### src/rtl/dreq_pkg.sv
package dreq_pkg;

    typedef enum logic [1:0] {
        XF_NONE     = 2'd0,
        XF_TO_DEV   = 2'd1,
        XF_FROM_DEV = 2'd2,
        XF_BAD      = 2'd3
    } xfer_e;

    typedef enum logic [1:0] {
        BW_32  = 2'd0,
        BW_16  = 2'd1,
        BW_8   = 2'd2,
        BW_RSV = 2'd3
    } bw_e;

    typedef enum logic [2:0] {
        ST_IDLE, ST_DISP, ST_PRE, ST_XGO, ST_XWAIT, ST_POST, ST_BELL, ST_FIN
    } st_e;

    typedef struct packed {
        logic  irq;
        logic  rsp;
        logic  bulk;
        xfer_e xfer;
        logic  bell;
        bw_e   bw;
    } dcmd_t;

    typedef logic [15:0] ccode_t;

    localparam int CMD_IRQ_BIT  = 7;
    localparam int CMD_RSP_BIT  = 4;
    localparam int CMD_BULK_BIT = 3;
    localparam int ATTR_EN_BIT  = 7;

    localparam ccode_t CC_OK        = 16'd0;
    localparam ccode_t CC_BAD_XFER  = 16'd1;
    localparam ccode_t CC_BAD_WIDTH = 16'd2;
    localparam ccode_t CC_MISALIGN  = 16'd3;

    function automatic logic bell_aligned(input bw_e w, input logic [1:0] lo);
        case (w)
            BW_32:   return lo == 2'b00;
            BW_16:   return lo[0] == 1'b0;
            default: return 1'b1;
        endcase
    endfunction

    function automatic logic [3:0] bell_strobe(input bw_e w, input logic [1:0] lo);
        case (w)
            BW_32:   return 4'hF;
            BW_16:   return lo[1] ? 4'hC : 4'h3;
            BW_8:    return 4'h1 << lo;
            default: return 4'h0;
        endcase
    endfunction

    function automatic logic [31:0] bell_lanes(input bw_e w, input logic [31:0] d);
        case (w)
            BW_16:   return {2{d[15:0]}};
            BW_8:    return {4{d[7:0]}};
            default: return d;
        endcase
    endfunction

endpackage

### src/rtl/dreq_decode.sv
module dreq_decode
    import dreq_pkg::*;
(
    input  logic [7:0] cmd,
    input  logic [7:0] attr,
    input  logic [1:0] addr_lo,
    output dcmd_t      dec,
    output ccode_t     code
);
    always_comb begin
        dec.irq  = cmd[CMD_IRQ_BIT];
        dec.rsp  = cmd[CMD_RSP_BIT];
        dec.bulk = cmd[CMD_BULK_BIT];
        dec.xfer = xfer_e'(cmd[1:0]);
        dec.bell = attr[ATTR_EN_BIT];
        dec.bw   = bw_e'(attr[1:0]);
        if (dec.xfer == XF_BAD)
            code = CC_BAD_XFER;
        else if (dec.bell && dec.bw == BW_RSV)
            code = CC_BAD_WIDTH;
        else if (dec.bell && !bell_aligned(dec.bw, addr_lo))
            code = CC_MISALIGN;
        else
            code = CC_OK;
    end
endmodule

### src/rtl/dreq_bell_fmt.sv
module dreq_bell_fmt
    import dreq_pkg::*;
(
    input  bw_e         bw,
    input  logic [1:0]  addr_lo,
    input  logic [31:0] data_in,
    output logic [3:0]  be,
    output logic [31:0] data_out
);
    always_comb begin
        be       = bell_strobe(bw, addr_lo);
        data_out = bell_lanes(bw, data_in);
    end
endmodule

### src/rtl/dreq_post_pick.sv
module dreq_post_pick #(
    parameter int N  = 4,
    localparam int IW = (N > 1) ? $clog2(N) : 1
) (
    input  logic [N-1:0]  pend,
    output logic [IW-1:0] idx,
    output logic [N-1:0]  onehot
);
    always_comb begin
        idx    = '0;
        onehot = '0;
        for (int k = N - 1; k >= 0; k--) begin
            if (pend[k]) begin
                idx    = IW'(k);
                onehot = N'(1) << k;
            end
        end
    end
endmodule

### src/rtl/dma_req_seq.sv
module dma_req_seq
    import dreq_pkg::*;
#(
    parameter int ADDR_W = 64,
    parameter int NPOST  = 4,
    localparam int SEL_W = $clog2(NPOST + 1)
) (
    input  logic              clk,
    input  logic              rst,
    input  logic              req_valid,
    output logic              req_ready,
    input  logic [15:0]       d_req_id,
    input  logic [7:0]        d_seq_id,
    input  logic [7:0]        d_cmd,
    input  logic [ADDR_W-1:0] d_src,
    input  logic [ADDR_W-1:0] d_dst,
    input  logic [31:0]       d_len,
    input  logic [ADDR_W-1:0] d_bell_addr,
    input  logic [7:0]        d_bell_attr,
    input  logic [31:0]       d_bell_data,
    input  logic              d_pre_en,
    input  logic [NPOST-1:0]  d_post_en,
    output logic              sem_req,
    output logic [SEL_W-1:0]  sem_sel,
    input  logic              sem_gnt,
    output logic              dma_start,
    output logic [1:0]        dma_dir,
    output logic              dma_bulk,
    output logic [ADDR_W-1:0] dma_src,
    output logic [ADDR_W-1:0] dma_dst,
    output logic [31:0]       dma_len,
    input  logic              dma_done,
    output logic              db_we,
    output logic [ADDR_W-1:0] db_addr,
    output logic [31:0]       db_wdata,
    output logic [3:0]        db_be,
    output logic              rsp_we,
    output logic [15:0]       rsp_id,
    output logic [15:0]       rsp_code,
    output logic              done,
    output logic              done_irq
);
    localparam int PIW = (NPOST > 1) ? $clog2(NPOST) : 1;

    st_e               state_q, state_d;
    dcmd_t             dec_in, dec_q;
    ccode_t            code_in, code_q;
    logic [15:0]       id_q;
    logic [ADDR_W-1:0] src_q, dst_q, bell_addr_q;
    logic [31:0]       len_q, bell_data_q;
    logic              pre_q;
    logic [NPOST-1:0]  post_q, post_oh;
    logic [PIW-1:0]    post_idx;
    st_e               after_pre, after_xfer, after_post;
    logic              take;

    wire unused_seq = ^d_seq_id;

    dreq_decode u_dec (
        .cmd     (d_cmd),
        .attr    (d_bell_attr),
        .addr_lo (d_bell_addr[1:0]),
        .dec     (dec_in),
        .code    (code_in)
    );

    dreq_bell_fmt u_fmt (
        .bw       (dec_q.bw),
        .addr_lo  (bell_addr_q[1:0]),
        .data_in  (bell_data_q),
        .be       (db_be),
        .data_out (db_wdata)
    );

    dreq_post_pick #(.N(NPOST)) u_pick (
        .pend   (post_q),
        .idx    (post_idx),
        .onehot (post_oh)
    );

    assign take = req_valid && (state_q == ST_IDLE);

    always_comb begin
        after_post = dec_q.bell ? ST_BELL : ST_FIN;
        after_xfer = (|post_q) ? ST_POST : after_post;
        after_pre  = (dec_q.xfer != XF_NONE) ? ST_XGO : after_xfer;
    end

    always_comb begin
        state_d = state_q;
        case (state_q)
            ST_IDLE:  if (req_valid) state_d = ST_DISP;
            ST_DISP: begin
                if (code_q != CC_OK) state_d = ST_FIN;
                else if (pre_q)      state_d = ST_PRE;
                else                 state_d = after_pre;
            end
            ST_PRE:   if (sem_gnt) state_d = after_pre;
            ST_XGO:   state_d = ST_XWAIT;
            ST_XWAIT: if (dma_done) state_d = after_xfer;
            ST_POST: begin
                if (sem_gnt && ((post_q & ~post_oh) == '0))
                    state_d = after_post;
            end
            ST_BELL:  state_d = ST_FIN;
            ST_FIN:   state_d = ST_IDLE;
            default:  state_d = ST_IDLE;
        endcase
    end

    always_ff @(posedge clk) begin
        if (rst) begin
            state_q     <= ST_IDLE;
            dec_q       <= '0;
            code_q      <= CC_OK;
            id_q        <= '0;
            src_q       <= '0;
            dst_q       <= '0;
            len_q       <= '0;
            bell_addr_q <= '0;
            bell_data_q <= '0;
            pre_q       <= 1'b0;
            post_q      <= '0;
        end else begin
            state_q <= state_d;
            if (take) begin
                dec_q       <= dec_in;
                code_q      <= code_in;
                id_q        <= d_req_id;
                src_q       <= d_src;
                dst_q       <= d_dst;
                len_q       <= d_len;
                bell_addr_q <= d_bell_addr;
                bell_data_q <= d_bell_data;
                pre_q       <= d_pre_en;
                post_q      <= d_post_en;
            end else if (state_q == ST_POST && sem_gnt) begin
                post_q <= post_q & ~post_oh;
            end
        end
    end

    always_comb begin
        req_ready = (state_q == ST_IDLE);
        sem_req   = (state_q == ST_PRE) || (state_q == ST_POST);
        sem_sel   = (state_q == ST_POST) ? SEL_W'(post_idx) + SEL_W'(1) : '0;
        dma_start = (state_q == ST_XGO);
        dma_dir   = dec_q.xfer;
        dma_bulk  = dec_q.bulk;
        dma_src   = src_q;
        dma_dst   = dst_q;
        dma_len   = len_q;
        db_we     = (state_q == ST_BELL);
        db_addr   = bell_addr_q;
        done      = (state_q == ST_FIN);
        done_irq  = done && dec_q.irq;
        rsp_we    = done && dec_q.rsp;
        rsp_id    = id_q;
        rsp_code  = code_q;
    end

endmodule

### config.mk
export PLATFORM = sky130hd
export DESIGN_NAME = dma_req_seq
export DESIGN_NICKNAME = d
export VERILOG_FILES = /design/src/rtl/dreq_pkg.sv /design/src/rtl/dreq_decode.sv /design/src/rtl/dreq_bell_fmt.sv /design/src/rtl/dreq_post_pick.sv /design/src/rtl/dma_req_seq.sv
export SDC_FILE = /design/constraint.sdc
export NUM_CORES = 1
export LEC_CHECK = 0
export BUFFER_PORTS_ARGS = -buffer_cell sky130_fd_sc_hd__buf_2
export CORE_AREA = 2 2 241 243
export CTS_CLUSTER_SIZE = 12
export DETAILED_ROUTE_END_ITERATION = 8
export DIE_AREA = 0 0 243 245
export PLACE_DENSITY = 0.37
export SYNTH_ARGS = -nofsm -noshare
export SYNTH_HDL_FRONTEND = slang
export SYNTH_SLANG_ARGS = --single-unit
### constraint.sdc
create_clock -name clk -period 2.4 [get_ports clk]
set_input_delay 0.24 -clock clk [delete_from_list [all_inputs] [get_ports clk]]
set_output_delay 0.24 -clock clk [all_outputs]
set_load 0.005 [all_outputs]
==> metrics.txt <==
outcome=finished clean; Crit path largest cell delay=0.38 ns; DIE AREA=59500 sq um; Placer Congestion=0.819; critical path type=flop to output pin; fraction of layout cells with a size suffix above 1=30.0%; Cell Chain, Critical Path=inv_1, ha_1, and2_1, a22o_1, buf_2; Fin Hold WS=0.135 ns; Root Buffer=clkbuf_16; cells after synthesis=1428; relative slew slack=56.7%; nets=2556; global-route wire length before repair=69.2 mm; post-synthesis sequential area ratio=52.6%; Worst Setup End Kind=output pin; Min-Delay Path Depth=3; Worst EP required=2.16 ns; min Tclk post-route=2.27 ns; fill count=6251; Pleak=8.39 nW; routed vias=12400; crit-path max FO=8; number of flops mapped to enable cells by yosys=0; worst r2r src=state_q[0]; vias in the first global route=12100; Synth-to-Final Area Change=69.7%; Final period util=94.5%; Worst-Margin Slew=0.650 ns; clock sink total=290; Routed wire per std cell=15.3 microns; Routed Antenna Nets=0; reg2reg path depth=5; Slowest-stage cell, CP=dfxtp_1; Initial Util=19.4%; Power, Total=17.4 mW; FP Rows=88; Worst Hold Class=input port to flop; Ports=611; initial drt markers=549; core box area=57000 sq um; multi-input logic area=4510 sq um; vias per cell=4.08; drt drc=0; Worst EP arrival=2.03 ns; register area=5810 sq um; RR Endpoint=db_addr[58]; pin count of the biggest net entering global routing=119; Total GRT Usage=14.6%; Startpoint Class=flop; WHS Endpoint=state_q[2]; total CTS buffers=37; unrepaired setup endpoints after global routing=false; Cell Area, Synth=11000 sq um; clk_lat worst skew=0.54 ns; Setup Skew=0.0119 ns; Total Wirelength=46.4 mm; Yosys top cell area share=52.6%; die extent in y=245 microns; htree depth=2; CTS Buffer Depth=3; synth top area cells=dfxtp_1 53%, nand2_1 20%, a21oi_1 14%; final hold vios=0; Synth Area per Inst=7.73 sq um; Worst-path clk slew=0.06 ns; setup_tns=0 ns; HP Start=sem_gnt; IO buf count=580; final worst slack=0.133 ns; worst vdd ir=0.457 mV; DRT Pass-1 Iters=5; Ys Warns=0; Final Max Tran Viols=0; GRT overflow=0; DP HPWL=32.6 mm; die width=243 microns; endpoints failing setup=0; Pwr Density=927 nW/um^2; Setup Slack @ Placement=0.449 ns; Non-Filler Instances=3041; Fmax=441 MHz; Placed Instances=2686; CTS tree=done; most frequent cell after synthesis=nand2_1; maxcap violations=0; initial antenna violation count=4; Worst R2R Setup Slack=0.43 ns; most frequent cells after synthesis=575 x nand2_1, 299 x a21oi_1, 290 x dfxtp_1; dominant synthesized flop cell=dfxtp_1; # Post-CTS Setup Buffers=0; leading area contributor after synthesis=dfxtp_1; Netlist cell types=47; Yosys reg bits=290; asr flop ratio synth=0%
==> worst max path at each step <==
stage | startpoint | cells past startpoint | endpoint | slack, ns
final | dec_q[0] | 5 | db_wdata[9] | 0.13
after global placement | state_q[0] | 5 | db_addr[61] | 0.47
after CTS | dec_q[1] | 5 | db_wdata[9] | 0.01
after floorplan | dec_q[0] | 6 | db_wdata[10] | 0.75
after global routing | dec_q[1] | 6 | db_wdata[23] | 0.0005
after detailed placement | state_q[0] | 5 | dma_dst[0] | 0.45
==> what timing repair did <==
item	in CTS	in global routing
hold buffers	285	0
resized for setup	2	2
endpoints found under the hold margin	286	0
setup endpoints to repair	9	16
==> placed cells by master (no fill, tap or decap), drive strengths merged, types with 10 or more instances in the layout <==
| cell | netlist | routed |
|---|---|---|
| a21oi | 300 | 300 |
| a22oi | 10 | 10 |
| buf | 89 | 612 |
| clkbuf | 43 | 53 |
| conb | 1 | 14 |
| dfxtp | 290 | 290 |
| dlygate4sd3 | 0 | 285 |
| inv | 18 | 19 |
| nand2 | 575 | 575 |
| nor2 | 24 | 24 |
==> state kept, by name, indices dropped and copies added, names as in the netlist <==
signal	flops
bell_data_q	32
db_addr	64
dec_q	5
dma_bulk	1
dma_dir	2
dma_dst	64
dma_len	32
dma_src	64
post_q	4
pre_q	1
rsp_code	2
rsp_id	16
state_q	3
==> final cells by class <==
| cell class | count | share of cell area (%) |
|---|---|---|
| clock inverter | 14 | 1.06 |
| antenna | 3 | 0.0401 |
| sequential | 290 | 31.0 |
| multi-input combinational | 1001 | 24.1 |
| timing repair buffer | 897 | 32.7 |
| inverter | 18 | 0.361 |
| tap | 765 | 5.11 |
| clock buffer | 53 | 5.64 |
==> routing by layer <==
metal  track usage [%]  share of wire (%)  vias up
met1              17.5                 42     5717
met3              3.90                6.0       71
li1                  -                  -     6245
met5                 0              0.024        -
met2              25.1                 50      365
met4              5.09                2.8        2
==> worst max-delay path, delay by kind of cell, from the launching register on <==
family          cells  cell delay (ns)
flops               1             0.38
compound gates      1             0.30
simple gates        1             0.26
buf+inv             2             0.21
fa+ha+maj           1             0.33
==> metrics by stage <==
stage               utilization, %  cell area (sq um)
CTS                           32.8              18700
finish                        32.8              18700
global route                  32.8              18700
floorplan                        -              11100
detailed placement            25.6              14600
global placement              25.6              14600
==> report_power, final <==
group / total (mW) / leakage, nW / internal [mW] / switching, mW
sequential: 6.28 / 2.37 / 5.74 / 0.544
clock: 5.74 / 0.615 / 3.51 / 2.24
combinational: 5.34 / 5.41 / 2.28 / 3.06
==> cell families (layout without fill, tap and decap cells) <==
logic type               after synthesis  after routing  share of synthesized area [%]
AND/OR/NAND/NOR                      630            630                           22.4
AO/OA/AOI/OAI                        351            351                           17.2
flip-flops                           290            290                           52.6
buffers and inverters                150            982                           7.16
adder cells (fa/ha/maj)                5              5                          0.567
other                                  1             17                         0.0340
multiplexers                           1              1                         0.0907
(Power assumes the default switching activity.)
